## config.mk

```make
export PLATFORM = sky130hd
export DESIGN_NAME = acc_alu
export DESIGN_NICKNAME = d
export VERILOG_FILES = /design/src/rtl/acc_alu_pkg.sv /design/src/rtl/acc_alu_decode.sv /design/src/rtl/acc_alu_arith.sv /design/src/rtl/acc_alu_logic.sv /design/src/rtl/acc_alu.sv
export SDC_FILE = /design/constraint.sdc
export NUM_CORES = 1
export LEC_CHECK = 0
export ABC_CLOCK_PERIOD_IN_PS = 6400
export BUFFER_PORTS_ARGS = -buffer_cell sky130_fd_sc_hd__buf_4
export CORE_MARGIN = 2
export CORE_UTILIZATION = 40
export DETAILED_ROUTE_END_ITERATION = 8
export PLACE_DENSITY = 0.72
export SLEW_MARGIN = 20
export SYNTH_ARGS = -nofsm -noshare
export SYNTH_HDL_FRONTEND = slang
export SYNTH_SLANG_ARGS = --single-unit
export TNS_END_PERCENT = 20
```

## constraint.sdc

```tcl
create_clock -name vclk -period 6.4
set_input_delay 0 -clock vclk [all_inputs]
set_output_delay 0 -clock vclk [all_outputs]
set_load 0.01 [all_outputs]
```

## src/rtl/acc_alu_pkg.sv

```systemverilog
package acc_alu_pkg;

    localparam int DW     = 8;
    localparam int OPW    = 8;
    localparam int IDXW   = 3;
    localparam int NCLS   = 11;

    typedef enum logic [3:0] {
        OC_CLR  = 4'd0,
        OC_CPL  = 4'd1,
        OC_ADD  = 4'd2,
        OC_SUBB = 4'd3,
        OC_INC  = 4'd4,
        OC_DEC  = 4'd5,
        OC_AND  = 4'd6,
        OC_OR   = 4'd7,
        OC_XOR  = 4'd8,
        OC_RR   = 4'd9,
        OC_RL   = 4'd10,
        OC_NONE = 4'd15
    } op_cls_e;

endpackage

```

## src/rtl/acc_alu_decode.sv

```systemverilog
module acc_alu_decode
    import acc_alu_pkg::*;
(
    input  logic [OPW-1:0]  opcode,
    output op_cls_e         cls,
    output logic            use_reg,
    output logic [IDXW-1:0] idx,
    output logic [NCLS-1:0] onehot
);

    always_comb begin
        cls     = OC_NONE;
        use_reg = 1'b0;
        unique casez (opcode)
            8'h03:        cls = OC_RR;
            8'h04:        cls = OC_INC;
            8'h14:        cls = OC_DEC;
            8'h23:        cls = OC_RL;
            8'b0010_1???: begin cls = OC_ADD; use_reg = 1'b1; end
            8'b0100_1???: begin cls = OC_OR;  use_reg = 1'b1; end
            8'h54:        cls = OC_AND;
            8'b0101_1???: begin cls = OC_AND; use_reg = 1'b1; end
            8'h64:        cls = OC_XOR;
            8'b0110_1???: begin cls = OC_XOR; use_reg = 1'b1; end
            8'h94:        cls = OC_SUBB;
            8'hE4:        cls = OC_CLR;
            8'hF4:        cls = OC_CPL;
            default:      cls = OC_NONE;
        endcase
    end

    assign idx = opcode[IDXW-1:0];

    for (genvar i = 0; i < NCLS; i++) begin : g_onehot
        assign onehot[i] = (cls == op_cls_e'(i));
    end

endmodule

```

## src/rtl/acc_alu_arith.sv

```systemverilog
module acc_alu_arith
    import acc_alu_pkg::*;
(
    input  op_cls_e        cls,
    input  logic [DW-1:0]  a,
    input  logic [DW-1:0]  b,
    input  logic           cin,
    output logic [DW-1:0]  res,
    output logic           cout,
    output logic           cwr,
    output logic           hit
);

    localparam int XW = DW + 1;

    logic [XW-1:0] ext;

    always_comb begin
        ext = '0;
        cwr = 1'b0;
        hit = 1'b1;
        unique case (cls)
            OC_ADD: begin
                ext = {1'b0, a} + {1'b0, b};
                cwr = 1'b1;
            end
            OC_SUBB: begin
                ext = {1'b0, a} - {1'b0, b} - {{DW{1'b0}}, cin};
                cwr = 1'b1;
            end
            OC_INC:  ext = {1'b0, a} + {{DW{1'b0}}, 1'b1};
            OC_DEC:  ext = {1'b0, a} - {{DW{1'b0}}, 1'b1};
            default: hit = 1'b0;
        endcase
    end

    assign res  = ext[DW-1:0];
    assign cout = ext[DW];

endmodule

```

## src/rtl/acc_alu_logic.sv

```systemverilog
module acc_alu_logic
    import acc_alu_pkg::*;
(
    input  op_cls_e        cls,
    input  logic [DW-1:0]  a,
    input  logic [DW-1:0]  b,
    output logic [DW-1:0]  res,
    output logic           hit
);

    always_comb begin
        res = a;
        hit = 1'b1;
        unique case (cls)
            OC_CLR:  res = '0;
            OC_CPL:  res = ~a;
            OC_AND:  res = a & b;
            OC_OR:   res = a | b;
            OC_XOR:  res = a ^ b;
            OC_RR:   res = {a[0], a[DW-1:1]};
            OC_RL:   res = {a[DW-2:0], a[DW-1]};
            default: hit = 1'b0;
        endcase
    end

endmodule

```

## src/rtl/acc_alu.sv

```systemverilog
module acc_alu
    import acc_alu_pkg::*;
(
    input  logic [OPW-1:0]  opcode,
    input  logic [DW-1:0]   acc_in,
    input  logic [DW-1:0]   reg_operand,
    input  logic [DW-1:0]   imm_byte,
    input  logic            carry_in,
    output logic [IDXW-1:0] reg_idx,
    output logic [DW-1:0]   acc_out,
    output logic            carry_out,
    output logic [NCLS-1:0] class_valid,
    output logic            unsupported
);

    op_cls_e       cls;
    logic          use_reg;
    logic [DW-1:0] operand;
    logic [DW-1:0] ar_res;
    logic          ar_cout;
    logic          ar_cwr;
    logic          ar_hit;
    logic [DW-1:0] lg_res;
    logic          lg_hit;

    acc_alu_decode u_dec (
        .opcode  (opcode),
        .cls     (cls),
        .use_reg (use_reg),
        .idx     (reg_idx),
        .onehot  (class_valid)
    );

    assign operand = use_reg ? reg_operand : imm_byte;

    acc_alu_arith u_ar (
        .cls  (cls),
        .a    (acc_in),
        .b    (operand),
        .cin  (carry_in),
        .res  (ar_res),
        .cout (ar_cout),
        .cwr  (ar_cwr),
        .hit  (ar_hit)
    );

    acc_alu_logic u_lg (
        .cls (cls),
        .a   (acc_in),
        .b   (operand),
        .res (lg_res),
        .hit (lg_hit)
    );

    always_comb begin
        if (ar_hit) begin
            acc_out = ar_res;
        end else if (lg_hit) begin
            acc_out = lg_res;
        end else begin
            acc_out = acc_in;
        end
        carry_out   = ar_cwr ? ar_cout : carry_in;
        unsupported = ~(ar_hit | lg_hit);
    end

endmodule

```

; ---- Word level (Yosys, flattened, before mapping)
; Cells that the tools add are included.
[word_totals]
regBits = 0
output_inout_bits = 24
elab_cells = 52
[op_classes]
add_sub_neg = 5
n_eq_ne = 23
n_mux = 11
bitwise_logic = 6
n_reduce_logical = 7
[ops]
columns = cell, count
row1 = 8-bit one-hot mux with 7 select lines, 1
row2 = 4-bit one-hot mux with 11 select lines, 1
row3 = 9-bit one-hot mux with 4 select lines, 1
row4 = "8-bit == test, second input constant", 3
row5 = 8-bit two-way mux, 3
row6 = "4-bit by 3-bit == test with 1-bit output, second input constant", 4
row7 = "8-bit by 7-bit == test with 1-bit output, second input constant", 2
row8 = "5-bit by 4-bit == test with 1-bit output, second input constant", 3
row9 = "4-bit == test, second input constant", 3
row10 = "8-bit by 1-bit adder with 9-bit output, second input constant", 1
row11 = 8-bit by 8-bit adder with 9-bit output, 1
row12 = "8-bit by 1-bit subtractor with 9-bit output, second input constant", 1
row13 = 8-bit by 8-bit subtractor with 9-bit output, 1
row14 = 9-bit by 1-bit subtractor with 9-bit output, 1
row15 = 8-bit bitwise AND, 1
row16 = "4-bit by 2-bit == test with 1-bit output, second input constant", 2
row17 = "8-bit by 2-bit == test with 1-bit output, second input constant", 1
row18 = "8-bit by 3-bit == test with 1-bit output, second input constant", 1
row19 = "8-bit by 5-bit == test with 1-bit output, second input constant", 1
row20 = "8-bit by 6-bit == test with 1-bit output, second input constant", 1
row21 = 8-bit inverter, 1
row22 = 8-bit bitwise OR, 1
row23 = 4-bit OR reduction, 2
row24 = 8-bit bitwise XOR, 1
row25 = 8 further kinds, 14

; ---- Longest topological paths before layout
[logic_depth]
ltp_word = 8
depth_mapped = 17

; ---- Modules after synthesis
; From an unflattened synthesis, not the netlist that was laid out.
[hier_totals]
hier_cells = 383
area_unflattened_um2 = 2673.8
[by_module_without_submodules]
columns = mod, n_inst, cells_per_inst, area_each_um2, seq_area_each_um2
row1 = acc_alu_arith, 1, 164, 1177.4, 0.0
row2 = acc_alu_logic, 1, 128, 878.3, 0.0
row3 = acc_alu_decode, 1, 54, 329.1, 0.0
row4 = acc_alu, 1, 37, 289.0, 0.0

; ---- Least setup slack after synthesis
; No wires, ideal clock.
[synth_path]
path_type = in2out
start = in opcode[5]
end = out carry_out
arrival_time_ns = 2.925
required_time_ns = 6.400
setup_slack_ns = 3.475
path_stages = 16
cell_sequence = buf_6 a21o_4 nor2_4 mux2i_1 ha_1 nand3b_1 mux2i_1 xor2_1 o21ai_0 ha_1 or2_2 a21oi_1 a31oi_1 nand2_1 or4_4 o211ai_2
[synth_via]
elab_chain_len = 8
[synth_rtl]
columns = item, line_no
row1 = start: declaration, acc_alu.sv:4  ; input logic [OPW-1:0] opcode,
row2 = 5-bit by 3-bit == test with 1-bit output or 5-bit by 4-bit == test with 1-bit output (tied branches), acc_alu_decode.sv:14  ; unique casez (opcode)
row3 = 4-bit OR reduction (no line), n/a
row4 = 1-bit two-way mux, acc_alu_decode.sv:14
row5 = 8-bit two-way mux, acc_alu.sv:34  ; assign operand = use_reg ? reg_operand : imm_byte;
row6 = 8-bit by 8-bit subtractor with 9-bit output, acc_alu_arith.sv:28  ; ext = {1'b0, a} - {1'b0, b} - {{DW{1'b0}}, cin};
row7 = 9-bit by 1-bit subtractor with 9-bit output, acc_alu_arith.sv:28
row8 = 9-bit one-hot mux with 4 select lines, acc_alu_arith.sv:22  ; unique case (cls)
row9 = 1-bit two-way mux (*), acc_alu.sv:63  ; carry_out = ar_cwr ? ar_cout : carry_in;
row10 = end: declaration, acc_alu.sv:11  ; output logic carry_out,
; Every way passes the cells marked *; elsewhere a longest branch is shown, timed or not.

; ---- Worst setup path in the final report
; Same ends and word-level chain as after synthesis.

==> metrics.md <==
| Metric | Value |
|---|---|
| MaxCap Viol Count | 0 |
| Vias per cell | 6.089 |
| Final Hold Viols | 0 |
| Seq cells | 0 |
| Register area | 0 um^2 |
| Buffers added on ports | 57 |
| Final worst-path cycle share | 62.30% |
| Crit path kind | in2out |
| PostCTS Resize Cnt | 0 |
| Final min period | 3.987 ns |
| VDD IR max | 0.00004173 V |
| Final Util | 48.15% |
| Mapped Area | 2424 um^2 |
| Top post-synthesis cells by count | ha_1 (39), inv_1 (27), a21oi_1 (21) |
| F_max | 250.8 MHz |
| Antenna violations before repair | 0 |
| Largest net degree at the start of global routing | 38 |
| Buffers inserted by post-CTS timing repair | 0 |
| # nets final | 442 |
| Worst Path Max Fanout | 37 |
| Diode count | 0 |
| Design area | 2834 um^2 |
| Final wirelength | 7712 um |
| Crit path launch | opcode[5] |
| Simple-Gate Fraction of Synth Area | 22.46% |
| Xor/xnor share of the synthesized area | 5.782% |
| Hold Path Class | in2out |
| Share of the yosys chip area belonging to registers | 0% |
| Reg power frac | 0% |
| Synth Area in Compound Gates | 30.61% |
| # hold bufs at CTS | 0 |
| Switching pwr | 0.0001319 W |
| Static Leak | 1.348 nW |
| DP Area | 2834 um^2 |
| Post-Synth Adder-Cell Area | 22.61% |
| Type of destination of the critical path | output port |
| Synth Instances | 325 |
| Sw Ratio | 55.69% |
| Setup TNS | 0 ns |
| Grt total ovfl | 0 |
| Share of layout cells above drive strength 1 | 21.64% |
| Slew Limit Fails | 0 |
| Hold Path Depth | 2 |
| Initial DRC count | 264 |
| Status | completed |
| Row count | 28 |
| Clock Power Share | 0% |
| Area contributors post-synth | ha_1 (20%), mux2i_1 (7.0%), a21oi_1 (4.3%), inv_1 (4.2%), o21ai_0 (4.1%) |
| Cell area power density | 83.56 nW/um^2 |
| CP required | 6.40 ns |
| Die width | 81.84 um |
| Tot GR Track Use | 23.51% |
| End point of the critical path | carry_out |
| Initial Utilization | 41.18% |
| Cell taking the most area after synthesis | ha_1 |
| Int Pwr | 0.0001049 W |
| Final setup violating endpoints | 0 |
| Synth warnings | 0 |
| Rel. slew slack | 51.40% |
| Startpoint types | input port |
| Pre-Repair DR Iteration Count | 6 |
| Io pins | 57 |
| Area grow syn2layout | 16.93% |
| Arrival time at the worst endpoint | 3.99 ns |
| DRC | 0 |
| Avg Inst Size Synth | 7.457 um^2 |
| RePlAce Congestion | 0.9526 |
| Cell with the most instances after synthesis | ha_1 |
| Routed via count | 2679 |
| Post-route antenna net violation count | 0 |
| CLK BUF | 0 |
| Die Height | 81.84 um |
| Largest family of logic cells by synthesized area | compound AO/OA/AOI/OAI gates |
| First-pass GRT wire length | 12570 um |
| Multi-input gate area | 2203 um^2 |
| Post-synth cell types | 68 |
| Post-synthesis mux area share | 9.448% |
| Vias in the first global route | 2544 |
| Routed WL per cell | 17.53 um |
| Fill cell count | 602 |
| Worst slew pin tran | 0.7087 ns |
| Gate power share | 100.0% |
| Top-area cell type share of the netlist area | 20.13% |
| Area of the die | 6698 um^2 |
| Detailed placer's ending HPWL | 6019 um |
| Syn_nets | 400 |
| RSZ-0062 raised after global routing | false |
| Core ar. | 5886 um^2 |
==> worst min-delay path by stage <==
stage,slack (ns),to,from
6_report,0.21,reg_idx[2],opcode[2]
5_1_grt,0.21,reg_idx[2],opcode[2]
4_1_cts,0.21,reg_idx[2],opcode[2]
3_5_place_dp,0.20,reg_idx[2],opcode[2]
3_3_place_gp,0.20,reg_idx[2],opcode[2]
2_1_floorplan,0.09,reg_idx[0],opcode[0]
==> cells by family after synthesis <==
logic type,Yosys count
adder cells (fa/ha/maj),42
XOR/XNOR,16
buffers and inverters,46
AO/OA/AOI/OAI,106
AND/OR/NAND/NOR,95
multiplexers,20
==> area by class of cell <==
| type | instances | share of cell area, % |
|---|---|---|
| tap | 75 | 3.311 |
| inverter | 29 | 3.841 |
| timing repair buffer | 57 | 15.10 |
| multi-input combinational | 279 | 77.75 |
==> critical path, cell delays in order <==
cell and delay (ns):
buf_4 0.24, a21o_4 0.28, nor2_4 0.39, mux2i_1 0.67, ha_1 0.37, nand3b_1 0.10, mux2i_1 0.22, xor2_1 0.16
o21ai_0 0.10, ha_1 0.33, or2_2 0.12, a21oi_1 0.06, a31oi_1 0.20, nand2_1 0.08, or4_4 0.42, o211ai_2 0.08
buf_4 0.14
==> per-stage QoR <==
stage / setup WS (ns) / hold slack, ns / power, W / std cells
after floorplan: 3.475 / 0.09177 / 0.0001642 / 325
after global placement: 2.547 / 0.2004 / 0.0002298 / 440
after detailed placement: 2.455 / 0.2047 / 0.0002324 / 440
after CTS: 2.427 / 0.2063 / 0.0002343 / 440
after global routing: 2.135 / 0.2117 / 0.0002651 / 440
final: 2.413 / 0.2056 / 0.0002368 / 440
==> layout by cell type (no fill, tap or decap), drive strengths merged, types with 8 or more instances in the layout <==
cell type,count
a21o,8
a21oi,22
buf,57
ha,39
inv,29
mux2i,20
nand2,19
nand3,15
nor2,17
o21ai,23
xnor2,10
==> power by group through the flow <==
stage	Clock (W)	Combinational (W)	Sequential [W]
after detailed placement	0	0.000232	0
after CTS	0	0.000234	0
after floorplan	0	0.000164	0
after global placement	0	0.000230	0
after global routing	0	0.000265	0
final	0	0.000237	0
==> layer usage <==
| layer | vias to the layer above | global-route usage (%) | wire [um] |
|---|---|---|---|
| met1 | 1237 | 32.22 | 3433 |
| met2 | 130 | 39.27 | 3394 |
| met5 | - | 0 | 0 |
| li1 | 1291 | - | - |
| met3 | 21 | 1.429 | 650 |
| met4 | 0 | 7.167 | 234 |
No activity file was read; power rests on OpenSTA's default activity.
